===== src/rtl/rfe_pkg.sv =====
package rfe_pkg;
  typedef enum logic [3:0] {
    A_COLOR  = 4'd0,
    A_MASK   = 4'd1,
    A_CMINX  = 4'd2,
    A_CMINY  = 4'd3,
    A_CMAXX  = 4'd4,
    A_CMAXY  = 4'd5,
    A_CORNY  = 4'd6,
    A_CORNX  = 4'd7,
    A_LAUNCH = 4'd8,
    A_STATUS = 4'd9
  } rfe_addr_e;

  localparam int BIT_REJ_HI = 31;
  localparam int BIT_REJ_LO = 29;
  localparam int BIT_BUSY   = 28;
endpackage


===== src/rtl/rfe_regs.sv =====
module rfe_regs
  import rfe_pkg::*;
#(
  parameter int CW   = 11,
  parameter int PW   = 8,
  parameter int HRES = 1152,
  parameter int VRES = 900
) (
  input  logic          clk,
  input  logic          rst,
  input  logic          wr_en,
  input  logic [3:0]    addr,
  input  logic [31:0]   wdata,
  input  logic          seq_clr,
  output logic [PW-1:0] color,
  output logic [PW-1:0] pmask,
  output logic [CW-1:0] cminx,
  output logic [CW-1:0] cminy,
  output logic [CW-1:0] cmaxx,
  output logic [CW-1:0] cmaxy,
  output logic [CW-1:0] p0x,
  output logic [CW-1:0] p0y,
  output logic [CW-1:0] p1x,
  output logic [CW-1:0] p1y
);
  localparam int NPT = 2;
  localparam logic [CW-1:0] XMAX_RST = CW'(HRES - 1);
  localparam logic [CW-1:0] YMAX_RST = CW'(VRES - 1);

  logic [CW-1:0] pt_x [NPT];
  logic [CW-1:0] pt_y [NPT];
  logic          pt_idx;
  wire           unused_wdata = ^wdata;

  always_ff @(posedge clk) begin
    if (rst) begin
      color  <= '0;
      pmask  <= '1;
      cminx  <= '0;
      cminy  <= '0;
      cmaxx  <= XMAX_RST;
      cmaxy  <= YMAX_RST;
      pt_idx <= 1'b0;
    end else begin
      if (wr_en) begin
        case (rfe_addr_e'(addr))
          A_COLOR: color <= wdata[PW-1:0];
          A_MASK:  pmask <= wdata[PW-1:0];
          A_CMINX: cminx <= wdata[CW-1:0];
          A_CMINY: cminy <= wdata[CW-1:0];
          A_CMAXX: cmaxx <= wdata[CW-1:0];
          A_CMAXY: cmaxy <= wdata[CW-1:0];
          A_CORNX: pt_idx <= ~pt_idx;
          default: ;
        endcase
      end
      if (seq_clr) pt_idx <= 1'b0;
    end
  end

  genvar g;
  generate
    for (g = 0; g < NPT; g++) begin : g_pt
      always_ff @(posedge clk) begin
        if (rst) begin
          pt_x[g] <= '0;
          pt_y[g] <= '0;
        end else if (wr_en && pt_idx == 1'(g)) begin
          if (rfe_addr_e'(addr) == A_CORNY) pt_y[g] <= wdata[CW-1:0];
          if (rfe_addr_e'(addr) == A_CORNX) pt_x[g] <= wdata[CW-1:0];
        end
      end
    end
  endgenerate

  assign p0x = pt_x[0];
  assign p0y = pt_y[0];
  assign p1x = pt_x[1];
  assign p1y = pt_y[1];
endmodule


===== src/rtl/rfe_bounds.sv =====
module rfe_bounds #(
  parameter int CW = 11
) (
  input  logic [CW-1:0] sx,
  input  logic [CW-1:0] sy,
  input  logic [CW-1:0] ex,
  input  logic [CW-1:0] ey,
  input  logic [CW-1:0] cminx,
  input  logic [CW-1:0] cminy,
  input  logic [CW-1:0] cmaxx,
  input  logic [CW-1:0] cmaxy,
  output logic [CW-1:0] xlo,
  output logic [CW-1:0] xhi,
  output logic [CW-1:0] ylo,
  output logic [CW-1:0] yhi,
  output logic          nonempty
);
  logic [CW-1:0] xlast, ylast;

  always_comb begin
    xlast    = ex - 1'b1;
    ylast    = ey - 1'b1;
    xlo      = (sx > cminx) ? sx : cminx;
    ylo      = (sy > cminy) ? sy : cminy;
    xhi      = (xlast < cmaxx) ? xlast : cmaxx;
    yhi      = (ylast < cmaxy) ? ylast : cmaxy;
    nonempty = (ex > sx) && (ey > sy) && (xlo <= xhi) && (ylo <= yhi);
  end
endmodule


===== src/rtl/rfe_walker.sv =====
module rfe_walker #(
  parameter int CW = 11,
  parameter int PW = 8
) (
  input  logic          clk,
  input  logic          rst,
  input  logic          start,
  input  logic [CW-1:0] xlo_in,
  input  logic [CW-1:0] xhi_in,
  input  logic [CW-1:0] ylo_in,
  input  logic [CW-1:0] yhi_in,
  input  logic [PW-1:0] color_in,
  input  logic [PW-1:0] mask_in,
  output logic          busy,
  output logic          pix_valid,
  output logic [CW-1:0] pix_x,
  output logic [CW-1:0] pix_y,
  output logic [PW-1:0] pix_data,
  output logic [PW-1:0] pix_mask,
  output logic [CW-1:0] xlo,
  output logic [CW-1:0] xhi,
  output logic [CW-1:0] ylo,
  output logic [CW-1:0] yhi
);
  logic [CW-1:0] cx, cy;
  logic [PW-1:0] col_q, msk_q;

  always_ff @(posedge clk) begin
    if (rst) begin
      busy      <= 1'b0;
      pix_valid <= 1'b0;
      pix_x     <= '0;
      pix_y     <= '0;
      pix_data  <= '0;
      pix_mask  <= '0;
      cx        <= '0;
      cy        <= '0;
      xlo       <= '0;
      xhi       <= '0;
      ylo       <= '0;
      yhi       <= '0;
      col_q     <= '0;
      msk_q     <= '0;
    end else begin
      pix_valid <= busy;
      if (busy) begin
        pix_x    <= cx;
        pix_y    <= cy;
        pix_data <= col_q;
        pix_mask <= msk_q;
        if (cx == xhi) begin
          cx <= xlo;
          if (cy == yhi) busy <= 1'b0;
          else           cy   <= cy + 1'b1;
        end else begin
          cx <= cx + 1'b1;
        end
      end else if (start) begin
        busy  <= 1'b1;
        cx    <= xlo_in;
        cy    <= ylo_in;
        xlo   <= xlo_in;
        xhi   <= xhi_in;
        ylo   <= ylo_in;
        yhi   <= yhi_in;
        col_q <= color_in;
        msk_q <= mask_in;
      end
    end
  end
endmodule


===== src/rtl/rect_fill_engine.sv =====
module rect_fill_engine
  import rfe_pkg::*;
#(
  parameter int CW   = 11,
  parameter int PW   = 8,
  parameter int HRES = 1152,
  parameter int VRES = 900
) (
  input  logic          clk,
  input  logic          rst,
  input  logic          reg_wr,
  input  logic          reg_rd,
  input  logic [3:0]    reg_addr,
  input  logic [31:0]   reg_wdata,
  output logic [31:0]   reg_rdata,
  output logic          pix_valid,
  output logic [CW-1:0] pix_x,
  output logic [CW-1:0] pix_y,
  output logic [PW-1:0] pix_data,
  output logic [PW-1:0] pix_mask
);
  logic [PW-1:0] color, pmask;
  logic [CW-1:0] cminx, cminy, cmaxx, cmaxy;
  logic [CW-1:0] p0x, p0y, p1x, p1y;
  logic [CW-1:0] b_xlo, b_xhi, b_ylo, b_yhi;
  logic [CW-1:0] w_xlo, w_xhi, w_ylo, w_yhi;
  logic          nonempty, walk_busy, busy_any, launch_rd, go;

  assign busy_any  = walk_busy | pix_valid;
  assign launch_rd = reg_rd && (rfe_addr_e'(reg_addr) == A_LAUNCH);
  assign go        = launch_rd && !busy_any && nonempty;

  rfe_regs #(.CW(CW), .PW(PW), .HRES(HRES), .VRES(VRES)) u_regs (
    .clk(clk), .rst(rst), .wr_en(reg_wr), .addr(reg_addr), .wdata(reg_wdata),
    .seq_clr(launch_rd),
    .color(color), .pmask(pmask),
    .cminx(cminx), .cminy(cminy), .cmaxx(cmaxx), .cmaxy(cmaxy),
    .p0x(p0x), .p0y(p0y), .p1x(p1x), .p1y(p1y)
  );

  rfe_bounds #(.CW(CW)) u_bounds (
    .sx(p0x), .sy(p0y), .ex(p1x), .ey(p1y),
    .cminx(cminx), .cminy(cminy), .cmaxx(cmaxx), .cmaxy(cmaxy),
    .xlo(b_xlo), .xhi(b_xhi), .ylo(b_ylo), .yhi(b_yhi),
    .nonempty(nonempty)
  );

  rfe_walker #(.CW(CW), .PW(PW)) u_walk (
    .clk(clk), .rst(rst), .start(go),
    .xlo_in(b_xlo), .xhi_in(b_xhi), .ylo_in(b_ylo), .yhi_in(b_yhi),
    .color_in(color), .mask_in(pmask),
    .busy(walk_busy), .pix_valid(pix_valid),
    .pix_x(pix_x), .pix_y(pix_y), .pix_data(pix_data), .pix_mask(pix_mask),
    .xlo(w_xlo), .xhi(w_xhi), .ylo(w_ylo), .yhi(w_yhi)
  );

  logic [31:0] rd_next;
  always_comb begin
    rd_next = '0;
    case (rfe_addr_e'(reg_addr))
      A_COLOR:  rd_next = 32'(color);
      A_MASK:   rd_next = 32'(pmask);
      A_CMINX:  rd_next = 32'(cminx);
      A_CMINY:  rd_next = 32'(cminy);
      A_CMAXX:  rd_next = 32'(cmaxx);
      A_CMAXY:  rd_next = 32'(cmaxy);
      A_LAUNCH: begin
        rd_next[BIT_REJ_HI] = busy_any;
        rd_next[BIT_REJ_LO] = busy_any;
        rd_next[BIT_BUSY]   = busy_any;
      end
      A_STATUS: rd_next[BIT_BUSY] = busy_any;
      default:  rd_next = '0;
    endcase
  end

  always_ff @(posedge clk) begin
    if (rst)         reg_rdata <= '0;
    else if (reg_rd) reg_rdata <= rd_next;
  end
endmodule


===== config.mk =====
export PLATFORM = sky130hd
export DESIGN_NAME = rect_fill_engine
export DESIGN_NICKNAME = d
export VERILOG_FILES = /design/src/rtl/rfe_pkg.sv /design/src/rtl/rfe_regs.sv /design/src/rtl/rfe_bounds.sv /design/src/rtl/rfe_walker.sv /design/src/rtl/rect_fill_engine.sv
export SDC_FILE = /design/constraint.sdc
export NUM_CORES = 1
export LEC_CHECK = 0
export BUFFER_PORTS_ARGS = -buffer_cell sky130_fd_sc_hd__buf_4
export CORE_ASPECT_RATIO = 1.25
export CORE_MARGIN = 2
export CORE_UTILIZATION = 55
export DETAILED_ROUTE_END_ITERATION = 16
export PLACE_DENSITY = 0.84
export SLEW_MARGIN = 0
export SYNTH_ARGS = -nofsm -noshare
export SYNTH_HDL_FRONTEND = slang
export SYNTH_SLANG_ARGS = --single-unit

===== constraint.sdc =====
create_clock -name clk -period 5.7 [get_ports clk]
set_input_delay 0.57 -clock clk [delete_from_list [all_inputs] [get_ports clk]]
set_output_delay 0.57 -clock clk [all_outputs]
set_load 0.05 [all_outputs]

==> run summary <==
Status: finished clean
Ys async rst share: 0
# rows: 61
Layout Skew: 0.0163 ns
Post-route antenna net violation count: 0
Max-Cap Viols: 0
WP data required: 6.07 ns
Finished Core Util: 0.627
Post-DP HPWL: 25,200 um
Syn avg cell area: 8.66 um^2
Worst Tran Pin Value: 1.22 ns
Logic pwr share: 0.107
Largest net degree at the start of global routing: 83
Most common cell after layout, fill and taps aside: dfxtp_1
Die X: 139 um
Post-route DRC: 0
Power Density: 255 nW/um^2
Post-layout instance area: 14,000 um^2
Biggest regs: u_regs.pt_x: 22 flops, u_regs.pt_y: 22 flops, reg_rdata: 13 flops
First-pass GRT wire length: 54,100 um
Top Ports: 111
Vias per cell: 6.08
Layout cells sized above 1: 0.100
Register area: 5030 um^2
Worst reg-to-reg setup slack: 0.27 ns
Sequential Power Share: 0.472
Fin. max-slew vios: 0
H-tree Lvls: 1
CTS hold repair buffers: 0
FILL cells: 1,884
Fmax: 0.184 GHz
Clock latency on the worst-skew pair: 0.52 ns
Total Power: 3580 uW
Final wirelength: 34,800 um
Int Pwr: 2670 uW
Total die area: 24,200 um^2
Num CTS Buffers: 23
CTS tree: done
Synth Flop Type: dfxtp_1
Worst-path cell chain: nor4_2 > nand2_1 > nor3_1 > xor2_1 > ha_1 > a21o_1 > a21oi_1 > nand2_1 > o31ai_2 > buf_12 > mux2i_1 > ha_1 > a211oi_1 > nor2_1 > o31ai_1 > a21oi_1 > or4_2 > buf_6 > a211oi_2 > o22ai_1
Initial Utilization: 0.564
Clock Power Share: 0.421
Area of the multi-input gates: 6860 um^2
Synth Register Bits: 229
Gp weighted congestion: 0.957
Pleak: 0.00572 uW
Initial antenna violation count: 0
Port bufs: 71
Total net switching power: 911 uW
Routed vias: 10,826
Clock buffer depth: 3
Part of the cycle the worst path needs: 0.953
Netlist cell types: 62
Slew headroom: 0.182
Placed Area: 13,200 um^2
Worst setup path class: reg -> reg
GRT Overall Usage: 0.276
CP max stage cell: or4_2
Starting DRC count in detailed routing: 982
Final nets: 1,614
Sw frac: 0.254
Diode count: 0
Die H: 173 um
Worst Path Max Fanout: 30
Pre-CTS setup slack: 0.128 ns
Most frequent cells in the layout: dfxtp_1 (184), nand2_1 (167), a21oi_1 (136), nor2_1 (105)
Sink Count: 229
Warnings, synthesis: 0
Max VDD drop: 0.000248 V
Finish-stage setup viols: 0
Layout area overhead: 11.2%
Crit. End Element: flip-flop
Cells after Synth: 1,457
Final worst setup slack: 0.269 ns
Worst hold path type: in -> reg
Worst-path clk slew: 0.07 ns
Vias in the first global route: 10,150
Core ar.: 22,400 um^2
Final Hold Vio Count: 0
EDFF count, synth: 44
Global route total overflow: 0
Worst Path Arrival: 5.80 ns
DR WL/cell: 19.5 um
Drt first pass iters: 8
Worst hold margin: 0.349 ns
Sequential share of the synthesized area: 0.398
Root Buffer: clkbuf_16
Cell Area, Synth: 12,600 um^2
Crit start category: flip-flop
Crit-path max cell delay: 0.73 ns
Tmin final: 5.43 ns
==> synth_stat cells, drive strengths merged (12+ instances only) <==
library cell | count | area share
a21oi | 138 | 0.055
nor4 | 12 | 0.0071
o211ai | 33 | 0.020
nor2 | 105 | 0.031
mux2i | 94 | 0.075
ha | 90 | 0.089
xor2 | 28 | 0.019
edfxtp | 44 | 0.10
a221oi | 12 | 0.0088
clkbuf | 72 | 0.021
o21ai | 46 | 0.018
dfxtp | 185 | 0.29
nand4 | 24 | 0.012
nand3b | 16 | 0.0095
and2 | 51 | 0.025
nand2 | 167 | 0.050
nand2b | 16 | 0.0079
buf | 39 | 0.019
nand3 | 51 | 0.020
inv | 85 | 0.025
nor3 | 20 | 0.0079
xnor2 | 21 | 0.015
==> worst max-delay path, delay by kind of cell, from the launching register on <==
family | cells | cell delay, ns
AO/OA/AOI/OAI | 8 | 1.67
XOR/XNOR | 1 | 0.24
adder cells (fa/ha/maj) | 2 | 0.55
buffers and inverters | 2 | 0.41
flip-flops | 1 | 0.47
multiplexers | 1 | 0.24
AND/OR/NAND/NOR | 6 | 1.68
==> power by group through the flow <==
stage          Combinational (uW)  Sequential, uW  Clock (uW)
3_3_place_gp                  357            1730           0
6_report                      384            1690        1510
5_1_grt                       418            1690        1580
4_1_cts                       371            1690        1520
2_1_floorplan                 272            1720           0
3_5_place_dp                  367            1730           0
==> path summary, 6_finish.rpt <==
path                           from         endpoint  depth (start not counted)
hold reg to reg     u_walk.col_q[6]  u_walk.col_q[6]                          2
hold / removal               reg_rd    reg_rdata[28]                          3
setup / recovery  u_regs.pt_x[1][3]    u_walk.cx[10]                         20
setup reg to reg  u_regs.pt_x[1][3]    u_walk.cx[10]                         20
==> per-layer routing <==
layer,GRT usage,up-vias,wire length (um)
met1,0.359,5135,14500
met2,0.476,474,16700
met4,0.0976,0,1250
li1,-,5140,-
met3,0.0323,77,2360
met5,0,-,0
==> repair_timing <==
action,CTS,global route
setup buffers,0,5
endpoints found under the setup margin,0,58
gates resized for setup,0,4
==> through the flow <==
step / instances / TNS [ns]
after CTS: 1777 / 0
after floorplan: 1474 / 0
after global placement: 1737 / 0
final: 1782 / 0
after detailed placement: 1737 / 0
after global routing: 1782 / -0.0696
==> layout make-up <==
class / instances / area share
Clock buffer: 33 / 0.0458
Clock inverter: 7 / 0.00642
Inverter: 86 / 0.0230
Multi-Input combinational cell: 1048 / 0.489
Sequential cell: 229 / 0.358
Tap cell: 283 / 0.0252
Timing Repair Buffer: 96 / 0.0525
==> cells by family after synthesis <==
family | count (synthesis) | share of synthesized area
DFF | 229 | 0.398
adders and majority gates | 90 | 0.0893
AOI/OAI and AO/OA | 296 | 0.144
and+or+nand+nor | 500 | 0.193
muxes | 95 | 0.0755
other | 1 | 0.000297
xor gates and xnor gates | 49 | 0.0340
buffers and inverters | 197 | 0.0659
No activity file was read; power rests on OpenSTA's default activity.
